## src/rtl/stw_pkg.sv

```systemverilog
package stw_pkg;
    typedef enum logic [2:0] {
        S_IDLE,
        S_PROG,
        S_WIN,
        S_ERASE,
        S_SUSP,
        S_ABORT,
        S_FAIL
    } stw_state_e;
endpackage

```

## src/rtl/stw_timer.sv

```systemverilog
module stw_timer #(
    parameter int TW = 8
) (
    input  logic          clk,
    input  logic          rst_n,
    input  logic          load_i,
    input  logic [TW-1:0] val_i,
    input  logic          run_i,
    output logic          zero_o
);
    logic [TW-1:0] cnt_d, cnt_q;

    always_comb begin
        cnt_d = cnt_q;
        if (load_i)
            cnt_d = val_i;
        else if (run_i && cnt_q != '0)
            cnt_d = cnt_q - 1'b1;
    end

    always_ff @(posedge clk or negedge rst_n) begin
        if (!rst_n) cnt_q <= '0;
        else        cnt_q <= cnt_d;
    end

    assign zero_o = (cnt_q == '0);
endmodule

```

## src/rtl/stw_ctrl.sv

```systemverilog
module stw_ctrl
    import stw_pkg::*;
#(
    parameter int NSECT     = 8,
    parameter int SW        = 3,
    parameter int TW        = 8,
    parameter int PROG_CYC  = 64,
    parameter int ERASE_CYC = 1024,
    parameter int WIN_CYC   = 128,
    parameter int ABORT_CYC = 32
) (
    input  logic             clk,
    input  logic             rst_n,
    input  logic             prog_i,
    input  logic [SW-1:0]    prog_sect_i,
    input  logic [7:0]       prog_data_i,
    input  logic             erase_i,
    input  logic             erase_chip_i,
    input  logic [SW-1:0]    erase_sect_i,
    input  logic             suspend_i,
    input  logic             resume_i,
    input  logic             reset_i,
    input  logic             fail_i,
    input  logic [NSECT-1:0] prot_i,
    input  logic             tmr_zero_i,
    output stw_state_e       state_o,
    output logic             erase_kind_o,
    output logic             pd7_o,
    output logic [NSECT-1:0] sel_o,
    output logic             tmr_load_o,
    output logic [TW-1:0]    tmr_val_o,
    output logic             tmr_run_o
);
    localparam logic [TW-1:0] PROG_LD  = TW'(PROG_CYC - 1);
    localparam logic [TW-1:0] ERASE_LD = TW'(ERASE_CYC - 1);
    localparam logic [TW-1:0] WIN_LD   = TW'(WIN_CYC - 1);
    localparam logic [TW-1:0] ABORT_LD = TW'(ABORT_CYC - 1);

    typedef struct packed {
        stw_state_e       st;
        logic             erase_kind;
        logic             pd7;
        logic [NSECT-1:0] sel;
    } ctrl_t;

    ctrl_t d, q;
    logic [NSECT-1:0] req_sel, req_free;

    always_comb begin
        d          = q;
        tmr_load_o = 1'b0;
        tmr_val_o  = '0;
        req_sel    = erase_chip_i ? {NSECT{1'b1}} : (NSECT'(1) << erase_sect_i);
        req_free   = req_sel & ~prot_i;

        case (q.st)
            S_IDLE: begin
                if (prog_i) begin
                    d.erase_kind = 1'b0;
                    d.pd7        = prog_data_i[7];
                    tmr_load_o   = 1'b1;
                    if (prot_i[prog_sect_i]) begin
                        d.st      = S_ABORT;
                        tmr_val_o = ABORT_LD;
                    end else begin
                        d.st      = S_PROG;
                        tmr_val_o = PROG_LD;
                    end
                end else if (erase_i) begin
                    d.erase_kind = 1'b1;
                    d.sel        = req_free;
                    tmr_load_o   = 1'b1;
                    if (!erase_chip_i) begin
                        d.st      = S_WIN;
                        tmr_val_o = WIN_LD;
                    end else if (req_free == '0) begin
                        d.st      = S_ABORT;
                        tmr_val_o = ABORT_LD;
                    end else begin
                        d.st      = S_ERASE;
                        tmr_val_o = ERASE_LD;
                    end
                end
            end
            S_PROG: begin
                if (tmr_zero_i) d.st = fail_i ? S_FAIL : S_IDLE;
            end
            S_WIN: begin
                if (reset_i || prog_i || (erase_i && erase_chip_i)) begin
                    d.st = S_IDLE;
                end else if (suspend_i) begin
                    tmr_load_o = 1'b1;
                    if (q.sel == '0) begin
                        d.st      = S_ABORT;
                        tmr_val_o = ABORT_LD;
                    end else begin
                        d.st      = S_SUSP;
                        tmr_val_o = ERASE_LD;
                    end
                end else if (erase_i) begin
                    d.sel      = q.sel | req_free;
                    tmr_load_o = 1'b1;
                    tmr_val_o  = WIN_LD;
                end else if (tmr_zero_i) begin
                    tmr_load_o = 1'b1;
                    if (q.sel == '0) begin
                        d.st      = S_ABORT;
                        tmr_val_o = ABORT_LD;
                    end else begin
                        d.st      = S_ERASE;
                        tmr_val_o = ERASE_LD;
                    end
                end
            end
            S_ERASE: begin
                if (suspend_i)       d.st = S_SUSP;
                else if (tmr_zero_i) d.st = fail_i ? S_FAIL : S_IDLE;
            end
            S_SUSP: begin
                if (resume_i) d.st = S_ERASE;
            end
            S_ABORT: begin
                if (tmr_zero_i) d.st = S_IDLE;
            end
            S_FAIL: begin
                if (reset_i) d.st = S_IDLE;
            end
            default: d.st = S_IDLE;
        endcase

        if (d.st == S_IDLE) d.sel = '0;
    end

    always_ff @(posedge clk or negedge rst_n) begin
        if (!rst_n) q <= '{st: S_IDLE, erase_kind: 1'b0, pd7: 1'b0, sel: '0};
        else        q <= d;
    end

    assign state_o      = q.st;
    assign erase_kind_o = q.erase_kind;
    assign pd7_o        = q.pd7;
    assign sel_o        = q.sel;
    assign tmr_run_o    = (q.st == S_PROG) || (q.st == S_WIN) ||
                          (q.st == S_ERASE) || (q.st == S_ABORT);
endmodule

```

## src/rtl/stw_fmt.sv

```systemverilog
module stw_fmt
    import stw_pkg::*;
#(
    parameter int NSECT = 8,
    parameter int SW    = 3
) (
    input  logic             clk,
    input  logic             rst_n,
    input  stw_state_e       state_i,
    input  logic             erase_kind_i,
    input  logic             pd7_i,
    input  logic [NSECT-1:0] sel_i,
    input  logic             rd_i,
    input  logic [SW-1:0]    rd_sect_i,
    input  logic [7:0]       array_i,
    output logic [7:0]       dout_o,
    output logic             stat_o,
    output logic             tog6_o
);
    typedef struct packed {
        logic t6;
        logic t2;
    } tog_t;

    tog_t d, q;
    logic hit, run6, run2;
    logic [7:0] word;

    always_comb begin
        hit  = sel_i[rd_sect_i];
        run6 = (state_i != S_IDLE) && (state_i != S_SUSP);
        run2 = erase_kind_i && hit && (state_i != S_IDLE);

        d = q;
        if (state_i == S_IDLE) begin
            d = '0;
        end else if (rd_i) begin
            d.t6 = q.t6 ^ run6;
            d.t2 = q.t2 ^ run2;
        end

        word    = '0;
        word[7] = (state_i == S_SUSP) ? 1'b1 : (erase_kind_i ? 1'b0 : ~pd7_i);
        word[6] = q.t6;
        word[5] = (state_i == S_FAIL);
        word[3] = erase_kind_i && (state_i != S_WIN);
        word[2] = run2 && q.t2;

        stat_o = (state_i != S_IDLE) && !((state_i == S_SUSP) && !hit);
        dout_o = stat_o ? word : array_i;
    end

    always_ff @(posedge clk or negedge rst_n) begin
        if (!rst_n) q <= '0;
        else        q <= d;
    end

    assign tog6_o = q.t6;
endmodule

```

## src/rtl/stw_status.sv

```systemverilog
module stw_status
    import stw_pkg::*;
#(
    parameter int NSECT     = 8,
    parameter int SECT_W    = $clog2(NSECT),
    parameter int PROG_CYC  = 64,
    parameter int ERASE_CYC = 1024,
    parameter int WIN_CYC   = 128,
    parameter int ABORT_CYC = 32
) (
    input  logic              clk,
    input  logic              rst_n,
    input  logic              prog_i,
    input  logic [SECT_W-1:0] prog_sect_i,
    input  logic [7:0]        prog_data_i,
    input  logic              erase_i,
    input  logic              erase_chip_i,
    input  logic [SECT_W-1:0] erase_sect_i,
    input  logic              suspend_i,
    input  logic              resume_i,
    input  logic              reset_i,
    input  logic              fail_i,
    input  logic [NSECT-1:0]  prot_i,
    input  logic              rd_i,
    input  logic [SECT_W-1:0] rd_sect_i,
    input  logic [7:0]        array_i,
    output logic [7:0]        dout_o,
    output logic              stat_o
);
    localparam int MAX_PE = (PROG_CYC > ERASE_CYC) ? PROG_CYC : ERASE_CYC;
    localparam int MAX_WA = (WIN_CYC > ABORT_CYC) ? WIN_CYC : ABORT_CYC;
    localparam int MAXC   = (MAX_PE > MAX_WA) ? MAX_PE : MAX_WA;
    localparam int TW     = $clog2(MAXC + 1);

    stw_state_e        st_w;
    logic              kind_w, pd7_w, zero_w, load_w, run_w, tog6_w;
    logic [NSECT-1:0]  sel_w;
    logic [TW-1:0]     val_w;

    stw_ctrl #(
        .NSECT(NSECT), .SW(SECT_W), .TW(TW),
        .PROG_CYC(PROG_CYC), .ERASE_CYC(ERASE_CYC),
        .WIN_CYC(WIN_CYC), .ABORT_CYC(ABORT_CYC)
    ) u_ctrl (
        .clk(clk), .rst_n(rst_n),
        .prog_i(prog_i), .prog_sect_i(prog_sect_i), .prog_data_i(prog_data_i),
        .erase_i(erase_i), .erase_chip_i(erase_chip_i), .erase_sect_i(erase_sect_i),
        .suspend_i(suspend_i), .resume_i(resume_i), .reset_i(reset_i),
        .fail_i(fail_i), .prot_i(prot_i), .tmr_zero_i(zero_w),
        .state_o(st_w), .erase_kind_o(kind_w), .pd7_o(pd7_w), .sel_o(sel_w),
        .tmr_load_o(load_w), .tmr_val_o(val_w), .tmr_run_o(run_w)
    );

    stw_timer #(.TW(TW)) u_tmr (
        .clk(clk), .rst_n(rst_n), .load_i(load_w), .val_i(val_w),
        .run_i(run_w), .zero_o(zero_w)
    );

    stw_fmt #(.NSECT(NSECT), .SW(SECT_W)) u_fmt (
        .clk(clk), .rst_n(rst_n), .state_i(st_w), .erase_kind_i(kind_w),
        .pd7_i(pd7_w), .sel_i(sel_w), .rd_i(rd_i), .rd_sect_i(rd_sect_i),
        .array_i(array_i), .dout_o(dout_o), .stat_o(stat_o), .tog6_o(tog6_w)
    );
endmodule

```

## config.mk

```make
export PLATFORM = sky130hd
export DESIGN_NAME = stw_status
export DESIGN_NICKNAME = d
export VERILOG_FILES = /design/src/rtl/stw_pkg.sv /design/src/rtl/stw_timer.sv /design/src/rtl/stw_ctrl.sv /design/src/rtl/stw_fmt.sv /design/src/rtl/stw_status.sv
export SDC_FILE = /design/constraint.sdc
export NUM_CORES = 1
export LEC_CHECK = 0
export BUFFER_PORTS_ARGS = -buffer_cell sky130_fd_sc_hd__buf_2
export CORE_MARGIN = 2
export CORE_UTILIZATION = 57
export CTS_BUF_LIST = sky130_fd_sc_hd__clkbuf_4 sky130_fd_sc_hd__clkbuf_8 sky130_fd_sc_hd__clkbuf_16
export DETAILED_ROUTE_END_ITERATION = 7
export GPL_TIMING_DRIVEN = 0
export MAX_ROUTING_LAYER = met4
export PLACE_DENSITY = 0.82
export SLEW_MARGIN = 30
export SYNTH_ARGS = -nofsm -noshare
export SYNTH_HDL_FRONTEND = slang
export SYNTH_SLANG_ARGS = --single-unit
```

## constraint.sdc

```tcl
create_clock -name clk -period 3.8 [get_ports clk]
set_clock_uncertainty 0.15 [all_clocks]
set_input_delay 0.19 -clock clk [delete_from_list [all_inputs] [get_ports clk]]
set_output_delay 0.19 -clock clk [all_outputs]
set_load 0.03 [all_outputs]
```

==> impl_results.md, run 1 <==
- Total vias in the final route: 2,017
- Clk buf depth: 2
- Sequential power share: 0.297
- Register bit count reported by yosys: 26
- Total CTS buffers: 3
- Design area: 2360 µm²
- Distinct cell type count after synthesis: 61
- DR iter-0 viols: 133
- FF-to-FF path depth: 8
- Placed cell area: 2280 µm²
- Relative slew margins: 0.462
- Internal power: 0.856 mW
- Critical path origin: u_tmr.cnt_q[0]
- Worst Hold End: u_fmt.tog6_o
- Vias in the first global route: 1,826
- Min-delay src: rd_i
- Ratio of cells with drive above 1 in the final layout: 0.286
- H-tree depth: 1
- Tmin final: 2.73 ns
- P per Cell Area: 700 nW/µm²
- RSZ-0062 raised after global routing: false
- Synthesis Warnings: 0
- Synth async-reset ratio: 1.00
- CTS tree: done
- # rows: 21
- Die X: 63.5 µm
- Fillcell total: 294
- Largest net degree at the start of global routing: 27
- DRT antenna net count: 0
- Final setup margin: 1.07 ns
- Tot Pwr: 1.66 mW
- Lkg Pwr: 1.05 nW
- Maximum vdd drop: 0.420 mV
- Status: finished, final reports clean
- Achievable frequency: 366 MHz
- Num ports: 52
- Path type of the worst setup path: register to register
- First-pass GRT wire length: 8270 µm
- Core ar.: 3360 µm²
- Least-Margin Pin Slew: 0.800 ns
- Drt wl/cell: 15.3 µm
- Final hold vios: 0
- Crit-path max FO: 9
- Mapped Area: 2010 µm²
- Dpl cells: 315
- HPWL after DPL: 3770 µm
- Clock root buffer: clkbuf_4
- Non-filler cells in the finished layout: 322
- Sequential fraction of the synthesis area: 0.323
- Flop-to-flop setup slack: 1.07 ns
- Comb pwr share: 0.587
- Worst setup SP type: register
- Clock Latency Late Sink: 0.33 ns
- GRT overflow: 0
- Final worst-path cycle share: 0.718
- Worst r2r src: u_tmr.cnt_q[0]
- Hold Path Class: input port to register
- Ant diodes: 0
- Hold Path Stages: 3
- Prevailing post-synth register cell: dfrtp_1
- Final GP Congestion: 0.909
- Layout area overhead: 17.4%
- Drt pass-1 iters: 4
- Endpoint type of the worst setup path: register
- Avg Inst Size Synth: 8.87 µm²
- Max Slew Vio Count: 0
- Die H: 63.5 µm
- Antenna violations before repair: 0
- Sw frac: 0.483
- Syn Nets: 272
- Sw Pwr: 0.799 mW
- Clock power share: 0.115
- Vias/cell: 6.26
- All-Layer GR Usage: 0.264
- Cells after Synth: 227
- Final nets: 322
- Commonest non-fill, non-tap cell in the layout: buf_2
- WP data arrival: 2.77 ns
- Leading cell types in the layout, fill and taps excluded: buf_2, dfrtp_1, nor2_1
- Total Neg Setup Slack: 0 ns
- Post-Route WL: 4930 µm
- I/O Buffers: 42
- Sinks on Clock Net: 26
- Post-synth EDFFs: 0
- Starting Density: 0.599
- Die Area: 4030 µm²
- DRC: 0
- Worst EP required: 3.84 ns
- Final setup violation count: 0
- Capturing point of the worst reg2reg path: u_ctrl.sel_o[7]
- Max cap viols: 0
- Resized cells post-CTS: 0
- Clock slew seen by the registers of the worst setup and hold paths: 0.14 ns
- DP Worst Slack: 1.11 ns
==> sequential cells by signal (all words and copies together), names as in the netlist <==
signal / cells
u_fmt.tog6_o: 1
u_ctrl.pd7_o: 1
u_ctrl.sel_o: 8
u_tmr.cnt_q: 11
u_ctrl.erase_kind_o: 1
u_ctrl.state_o: 3
u_fmt.q: 1
==> stage by stage <==
step	utilization	hold WS, ns
finish	0.703	0.0138
global route	0.703	0.0185
CTS	0.703	0.0164
detailed placement	0.679	0.0774
global placement	0.679	0.0643
floorplan	-	-0.256
==> metal layers <==
metal  global-route usage  up-vias  wire [µm]
met5                    -        -          0
met4               0.0870        0        111
met3               0.0429       14        332
met2                0.396       86       2280
met1                0.365      929       2210
li1                     -      988          -
==> cell type report <==
type,instances,area [µm²],area share
clock inverter,1,30.0,0.0127
buffer,12,67.6,0.0286
tap,46,57.6,0.0243
multi-input combinational,177,1250,0.529
sequential,26,651,0.275
clock buffer,3,22.5,0.00952
timing repair buffer,45,240,0.102
inverter,12,45.0,0.0190
==> cells in the mapped netlist (2+ instances only) <==
library cell | instances | area, µm²
a21oi_1 | 11 | 55.1
a21oi_2 | 2 | 17.5
a22oi_1 | 10 | 75.1
a31oi_1 | 18 | 113
and3_1 | 5 | 31.3
buf_2 | 5 | 25.0
buf_4 | 2 | 15.0
clkbuf_1 | 3 | 11.3
dfrtp_1 | 26 | 651
ha_1 | 2 | 25.0
inv_1 | 11 | 41.3
mux2_2 | 5 | 56.3
mux2i_1 | 3 | 30.0
mux4_2 | 4 | 90.1
nand2_1 | 13 | 48.8
nand3_1 | 5 | 25.0
nand4_1 | 3 | 18.8
nor2_1 | 24 | 90.1
nor2b_1 | 7 | 43.8
nor3_1 | 5 | 25.0
nor4_1 | 5 | 31.3
o21ai_0 | 12 | 60.1
o22a_1 | 4 | 35.0
o311ai_1 | 2 | 17.5
o31ai_1 | 2 | 15.0
o41ai_1 | 2 | 17.5
or4_1 | 2 | 15.0
==> worst max-delay path by stage <==
stage / end / slack, ns / depth (start not counted)
2_1_floorplan: dout_o[3] / 1.39 / 5
3_3_place_gp: u_ctrl.sel_o[0] / 1.16 / 7
3_5_place_dp: u_ctrl.sel_o[7] / 1.11 / 8
6_report: u_ctrl.sel_o[7] / 1.07 / 8
4_1_cts: u_ctrl.sel_o[7] / 1.08 / 7
5_1_grt: u_ctrl.sel_o[5] / 0.88 / 7
==> cell families (layout without fill, tap and decap cells) <==
logic type                 count (synthesis)  count (layout)  synth area share
adders and majority gates                  2               2            0.0124
AOI/OAI and AO/OA                         84              84             0.304
muxes                                     12              12            0.0876
DFF                                       26              26             0.323
buffers and inverters                     24              73            0.0559
xor gates and xnor gates                   2               2           0.00870
and+or+nand+nor                           77              77             0.209
==> timing repair <==
item / 4_1_cts / 5_1_grt
endpoints found under the hold margin: 28 / 0
hold buffers: 3 / 0
setup buffers: 0 / 0
endpoints found under the setup margin: 0 / 0
==> critical path: stages, from the launching register on <==
cell	delay (ns)
dfrtp_1	0.44
inv_1	0.09
ha_1	0.21
or4b_4	0.48
buf_6	0.15
o311ai_1	0.33
a21oi_2	0.12
nor4_4	0.43
a31oi_1	0.18
==> power groups by stage <==
stage,sequential (mW),clock (mW),combinational (mW)
6_report,0.492,0.191,0.972
4_1_cts,0.487,0.197,0.966
5_1_grt,0.511,0.206,1.08
3_5_place_dp,0.494,0,0.959
2_1_floorplan,0.466,0,0.750
3_3_place_gp,0.487,0,0.947
(Power assumes the default switching activity.)
==> run 2, diff against run 1 <==
- CORE_UTILIZATION: 57 -> 48
- PLACE_DENSITY: 0.82 -> 0.73
- clock period: 3.8 -> 2.3 ns (I/O delays scaled with it)
==> impl_results.md, run 2 (synthesis gave the netlist of run 1 again) <==
- Status: finished with violations
- Failing checks: negative setup slack
- First-pass GRT wire length: 9690 µm (+17%)
- Core ar.: 4030 µm² (+20%)
- Min Hold Slack: 0.0685 ns (+0.0547 ns)
- Worst path max stage delay: 0.67 ns (+0.19 ns)
- Achievable frequency: 389 MHz (+6.1%)
- Leading cell types in the layout, fill and taps excluded: buf_2, dfrtp_1, nor2_1
- RSZ-0062 raised after global routing: true
- Ant diodes: 0 (unchanged)
- Sw frac: 0.479 (-0.00417)
- Clk buf depth: 2 (unchanged)
- Critical Path Slowest Stage Cell: or4_4
- Capturing point of the worst reg2reg path: u_ctrl.sel_o[4]
- Min-delay src: prog_i
- Design area: 3010 µm² (+27%)
- Final setup violation count: 23 (+23)
- DRT antenna net count: 0 (unchanged)
- Hold Path Stages: 3 (unchanged)
- Largest net degree at the start of global routing: 27 (unchanged)
- Maximum vdd drop: 0.618 mV (+47%)
- Max Slew Vio Count: 0 (unchanged)
- Least-Margin Pin Slew: 0.770 ns (-0.0301 ns)
- Sinks on Clock Net: 26 (unchanged)
- Total CTS buffers: 3 (unchanged)
- Clock Latency Late Sink: 0.28 ns (-0.05 ns)
- Total Neg Setup Slack: -3.88 ns (-3.88 ns)
- Cell family with most CP delay: simple AND/OR/NAND/NOR gates
- Endpoint type of the worst setup path: register
- I/O Buffers: 42 (unchanged)
- # rows: 23 (+9.5%)
- Hold Path Class: input port to register
- Max cap viols: 0 (unchanged)
- Worst Hold End: u_tmr.cnt_q[5]
- Final nets: 343 (+6.5%)
- Vias in the first global route: 2,072 (+13%)
- Dpl cells: 319 (+1.3%)
- Commonest non-fill, non-tap cell in the layout: buf_2
- Layout area overhead: 49.4%
- P per Cell Area: 1280 nW/µm² (+82%)
- Max FFs per register: 11 (unchanged)
- Final Util: 0.747 (+0.0441)
- Num ports: 52 (unchanged)
- Worst EP required: 2.35 ns (-1.49 ns)
- Antenna violations before repair: 0 (unchanged)
- Clock power share: 0.099 (-0.016)
- Clock root buffer: clkbuf_8
- Final setup margin: -0.273 ns (-1.34 ns)
- Worst r2r src: u_tmr.cnt_q[5]
- CP Cell Sequence: or2_2, clkbuf_1, or4_4, a21oi_4, nor4_4, buf_6, a31oi_4
- FF-to-FF path depth: 7 (-1)
- Internal power: 2.00 mW (+130%)
- Die H: 68.8 µm (+8.4%)
- Final GP Congestion: 0.882 (-3.0%)
- All-Layer GR Usage: 0.281 (+0.0172)
- Bufs and invs on worst path: 2 (unchanged)
- WP data arrival: 2.62 ns (-0.15 ns)
- Worst setup SP type: register
- Vias/cell: 6.50 (+3.8%)
- Total vias in the final route: 2,256 (+12%)
- Tmin final: 2.57 ns (-0.157 ns)
- Comb pwr share: 0.684 (+0.097)
- HPWL after DPL: 3820 µm (+1.6%)
- DR iter-0 viols: 262 (+97%)
- DRC: 0 (unchanged)
- Sequential power share: 0.217 (-0.080)
- Clock slew seen by the registers of the worst setup and hold paths: 0.09 ns (-0.05 ns)
- Ratio of cells with drive above 1 in the final layout: 0.458 (+0.172)
- Final worst-path cycle share: 1.12 (+0.400)
- Die X: 68.8 µm (+8.4%)
- Path type of the worst setup path: register to register
- Post-Route WL: 6590 µm (+34%)
- Crit-path max FO: 7 (-2)
- CTS tree: done
- Final hold vios: 0 (unchanged)
- Drt wl/cell: 19.0 µm (+24%)
- H-tree depth: 1 (unchanged)
- Lkg Pwr: 1.28 nW (+22%)
- Die Area: 4730 µm² (+18%)
- GRT overflow: 0 (unchanged)
- Drt pass-1 iters: 5 (+1)
- Relative slew margins: 0.482 (+0.0207)
- Non-filler cells in the finished layout: 347 (+7.8%)
- Flop-to-flop setup slack: -0.27 ns (-1.34 ns)
- Placed cell area: 2310 µm² (+1.4%)
- Starting Density: 0.500 (-0.0990)
- Sw Pwr: 1.84 mW (+130%)
- Biggest register: u_tmr.cnt_q
## run 2: power groups by stage
stage | Clock (mW) | Combinational [mW] | Sequential [mW]
4_1_cts | 0.385 | 2.18 | 0.802
3_3_place_gp | 0 | 1.61 | 0.807
3_5_place_dp | 0 | 1.63 | 0.818
5_1_grt | 0.408 | 2.81 | 0.849
2_1_floorplan | 0 | 1.27 | 0.769
6_report | 0.381 | 2.63 | 0.832
## run 2: worst max-delay path by stage
stage	end	startpoint	depth (start not counted)	slack, ns
3_3_place_gp	u_ctrl.sel_o[0]	u_tmr.cnt_q[0]	7	-0.37
4_1_cts	u_ctrl.sel_o[5]	u_tmr.cnt_q[0]	8	-0.25
2_1_floorplan	u_ctrl.sel_o[0]	u_tmr.cnt_q[0]	8	-0.09
6_report	u_ctrl.sel_o[4]	u_tmr.cnt_q[5]	7	-0.27
5_1_grt	u_tmr.cnt_q[7]	u_tmr.cnt_q[0]	9	-0.37
3_5_place_dp	u_ctrl.sel_o[4]	u_tmr.cnt_q[0]	8	-0.40
## run 2: final cells by class
| class | instances | area, µm² |
|---|---|---|
| multi-input cells | 178 | 1600 |
| clock inverters | 1 | 30.0 |
| plain buffers | 10 | 61.3 |
| inverters | 12 | 45.0 |
| repair buffers | 67 | 515 |
| well taps | 50 | 62.6 |
| fillers | 261 | 1020 |
| flip-flops and latches | 26 | 653 |
| clock buffers | 3 | 41.3 |
## run 2: worst register-to-register path, cell delays in order (launching register included)
cell and delay [ns]:
dfrtp_1 0.47, or2_2 0.32, clkbuf_1 0.30, or4_4 0.67
a21oi_4 0.17, nor4_4 0.06, buf_6 0.17, a31oi_4 0.18
## run 2: timing repair
| action | in CTS | in global routing |
|---|---|---|
| buffers inserted | 15 | 3 |
| hold buffers | 4 | 0 |
| endpoints found under the setup margin | 23 | 29 |
| cloned | 2 | 2 |
| hold endpoints to repair | 29 | 0 |
| gates resized for setup | 32 | 55 |
| pin swaps | 16 | 27 |
## run 2: metrics by stage
| stage | worst slack (ns) | power [mW] |
|---|---|---|
| 2_1_floorplan | -0.0862 | 2.04 |
| 3_3_place_gp | -0.366 | 2.41 |
| 3_5_place_dp | -0.400 | 2.45 |
| 4_1_cts | -0.253 | 3.36 |
| 5_1_grt | -0.371 | 4.06 |
| 6_report | -0.273 | 3.84 |
## run 2: routing by layer
| metal | up-vias | GRT usage | share of wire |
|---|---|---|---|
| met4 | 0 | 0.0686 | 0.014 |
| li1 | 1032 | - | - |
| met5 | - | - | 0 |
| met3 | 14 | 0.0292 | 0.072 |
| met2 | 117 | 0.482 | 0.49 |
| met1 | 1093 | 0.357 | 0.42 |
==> run 3, diff against run 2 <==
- CORE_ASPECT_RATIO: not set -> 1.75
- REMOVE_ABC_BUFFERS: not set -> 1
==> impl_results.md, run 3 (synthesis gave the netlist of run 1 again) <==
- Final hold vios: 0 (unchanged)
- Worst r2r src: u_tmr.cnt_q[0]
- H-tree depth: 1 (unchanged)
- Sw Pwr: 1.67 mW (-9.1%)
- Clock Latency Late Sink: 0.28 ns (about the same)
- Hold Path Class: input port to register
- Vias/cell: 6.45 (-0.86%)
- Critical path origin: u_tmr.cnt_q[0]
- Clock power share: 0.107 (+0.008)
- Final nets: 345 (+0.58%)
- WP data arrival: 2.52 ns (-0.10 ns)
- Sinks on Clock Net: 26 (unchanged)
- Sw frac: 0.460 (-0.0184)
- Ant diodes: 0 (unchanged)
- Sequential power share: 0.250 (+0.033)
- Layout area overhead: 43.1%
- Maximum vdd drop: 0.846 mV (+37%)
- Path type of the worst setup path: register to register
- Max Slew Vio Count: 0 (unchanged)
- Drt wl/cell: 18.2 µm (-4.3%)
- Status: finished with violations
- Die H: 89.7 µm (+30%)
- Core ar.: 4070 µm² (+1.1%)
- Lkg Pwr: 1.26 nW (-1.1%)
- Biggest register: u_tmr.cnt_q
- Placed cell area: 2230 µm² (-3.7%)
- RSZ-0062 raised after global routing: true
- Commonest non-fill, non-tap cell in the layout: buf_2
- Internal power: 1.96 mW (-2.1%)
- Most frequent CP cell: buf_4
- Min-delay src: prog_i
- Die Area: 4750 µm² (+0.44%)
- P per Cell Area: 1260 nW/µm² (-1.2%)
- Largest net degree at the start of global routing: 27 (unchanged)
- Crit-path max FO: 7 (unchanged)
- Critical Path Slowest Stage Cell: or4b_4
- I/O Buffers: 44 (+4.8%)
- Endpoint type of the worst setup path: register
- Clock slew seen by the registers of the worst setup and hold paths: 0.10 ns (about the same)
- Design area: 2880 µm² (-4.2%)
- Max FFs per register: 11 (unchanged)
- Max cap viols: 0 (unchanged)
- Achievable frequency: 400 MHz (+2.9%)
- Worst EP required: 2.32 ns (-0.03 ns)
- Clock root buffer: clkbuf_8
- DR iter-0 viols: 85 (-68%)
- Clk buf depth: 2 (unchanged)
- # rows: 31 (+35%)
- HPWL after DPL: 3950 µm (+3.2%)
- Non-filler cells in the finished layout: 348 (+0.29%)
- Fillcell total: 324 (+24%)
- All-Layer GR Usage: 0.252 (-0.0283)
- Failing checks: negative setup slack
- Final setup margin: -0.200 ns (+0.0733 ns)
- Final setup violation count: 22 (-4.3%)
- Relative slew margins: 0.584 (+0.102)
- Comb pwr share: 0.643 (-0.041)
- Total vias in the final route: 2,243 (-0.58%)
- Drt pass-1 iters: 4 (-1)
- Least-Margin Pin Slew: 0.623 ns (-0.146 ns)
- Worst setup SP type: register
- CTS tree: done
- Antenna violations before repair: 0 (unchanged)
- Post-Route WL: 6320 µm (-4.1%)
- CP Cell Sequence: inv_2, ha_4, or4b_4, buf_4, o32ai_4, buf_12, buf_4, o21ai_0, nor2_1, a21oi_1
- Worst path max stage delay: 0.52 ns (-0.15 ns)
- Total CTS buffers: 3 (unchanged)
- Vias in the first global route: 2,111 (+1.9%)
- DRC: 0 (unchanged)
- Die X: 53.0 µm (-23%)
- Final worst-path cycle share: 1.09 (-0.0319)
- Final GP Congestion: 0.820 (-7.0%)
- First-pass GRT wire length: 9160 µm (-5.5%)
- Num ports: 52 (unchanged)
- Leading cell types in the layout, fill and taps excluded: buf_2, buf_4, dfrtp_1
- Tmin final: 2.50 ns (-0.0733 ns)
- Ratio of cells with drive above 1 in the final layout: 0.428 (-0.0298)
- DRT antenna net count: 0 (unchanged)
- Min Hold Slack: 0.0617 ns (-0.00677 ns)
- Dpl cells: 308 (-3.4%)
- GRT overflow: 0 (unchanged)
- Starting Density: 0.495 (-0.00538)
run 3: changes by cell type in the layout (fill, tap and decap cells not counted), sizes merged:
| cell | previous run | this run |
|---|---|---|
| a21oi | 14 | 13 |
| clkbuf | 7 | 4 |
| buf | 69 | 75 |
run 3: area by class of cell:
class	count	area, µm²	area share
Inverter	12	45.0	0.0156
Tap cell	49	61.3	0.0213
Sequential cell	26	652	0.226
Multi-Input combinational cell	177	1460	0.505
Timing Repair Buffer	80	597	0.207
Clock inverter	1	30.0	0.0104
Clock buffer	3	41.3	0.0143
run 3: worst max-delay path: cells and delay by family, from the launching register on:
family	cells	cell delay (ns)
AOI/OAI and AO/OA	3	0.50
and+or+nand+nor	2	0.64
adders and majority gates	1	0.14
buffers and inverters	4	0.55
DFF	1	0.41
run 3: worst paths after layout:
kind                                      to  slack [ns]  depth (start not counted)
max reg2reg                   u_tmr.cnt_q[6]       -0.20                         10
max in group asynchronous  u_ctrl.state_o[1]        1.32                          2
min                        u_ctrl.state_o[2]        0.06                          3
max                           u_tmr.cnt_q[6]       -0.20                         10
min reg2reg                     u_ctrl.pd7_o        0.37                          1
min in group asynchronous     u_tmr.cnt_q[9]        0.23                          2
run 3: routing by layer:
layer | vias up | global-route usage | share of wire
met5 | - | - | 0
met4 | 0 | 0.0962 | 0.032
met3 | 23 | 0.0216 | 0.031
met2 | 84 | 0.467 | 0.58
met1 | 1104 | 0.259 | 0.35
li1 | 1032 | - | -
run 3: what timing repair did:
action                                  in CTS  in global routing
cloned                                       0                  2
gates resized for setup                     35                 27
pin swaps                                   19                 15
buffers inserted                            21                 10
hold buffers                                 4                  0
endpoints found under the setup margin      26                 26
hold endpoints to repair                    29                  0
run 3: stage by stage:
stage	total power, mW	util	setup slack (ns)	setup TNS (ns)
2_1_floorplan	1.94	-	-0.130	-0.542
5_1_grt	3.81	0.708	-0.267	-4.06
4_1_cts	3.13	0.656	-0.171	-2.05
6_report	3.63	0.708	-0.200	-2.37
3_3_place_gp	2.33	0.547	-0.446	-5.55
3_5_place_dp	2.36	0.547	-0.462	-5.95
run 3: power groups by stage:
stage	Combinational, mW	Clock (mW)	Sequential, mW
after global routing	2.48	0.407	0.925
after global placement	1.45	0	0.876
final	2.34	0.388	0.907
after detailed placement	1.48	0	0.875
after floorplan	1.13	0	0.809
after CTS	1.87	0.387	0.865
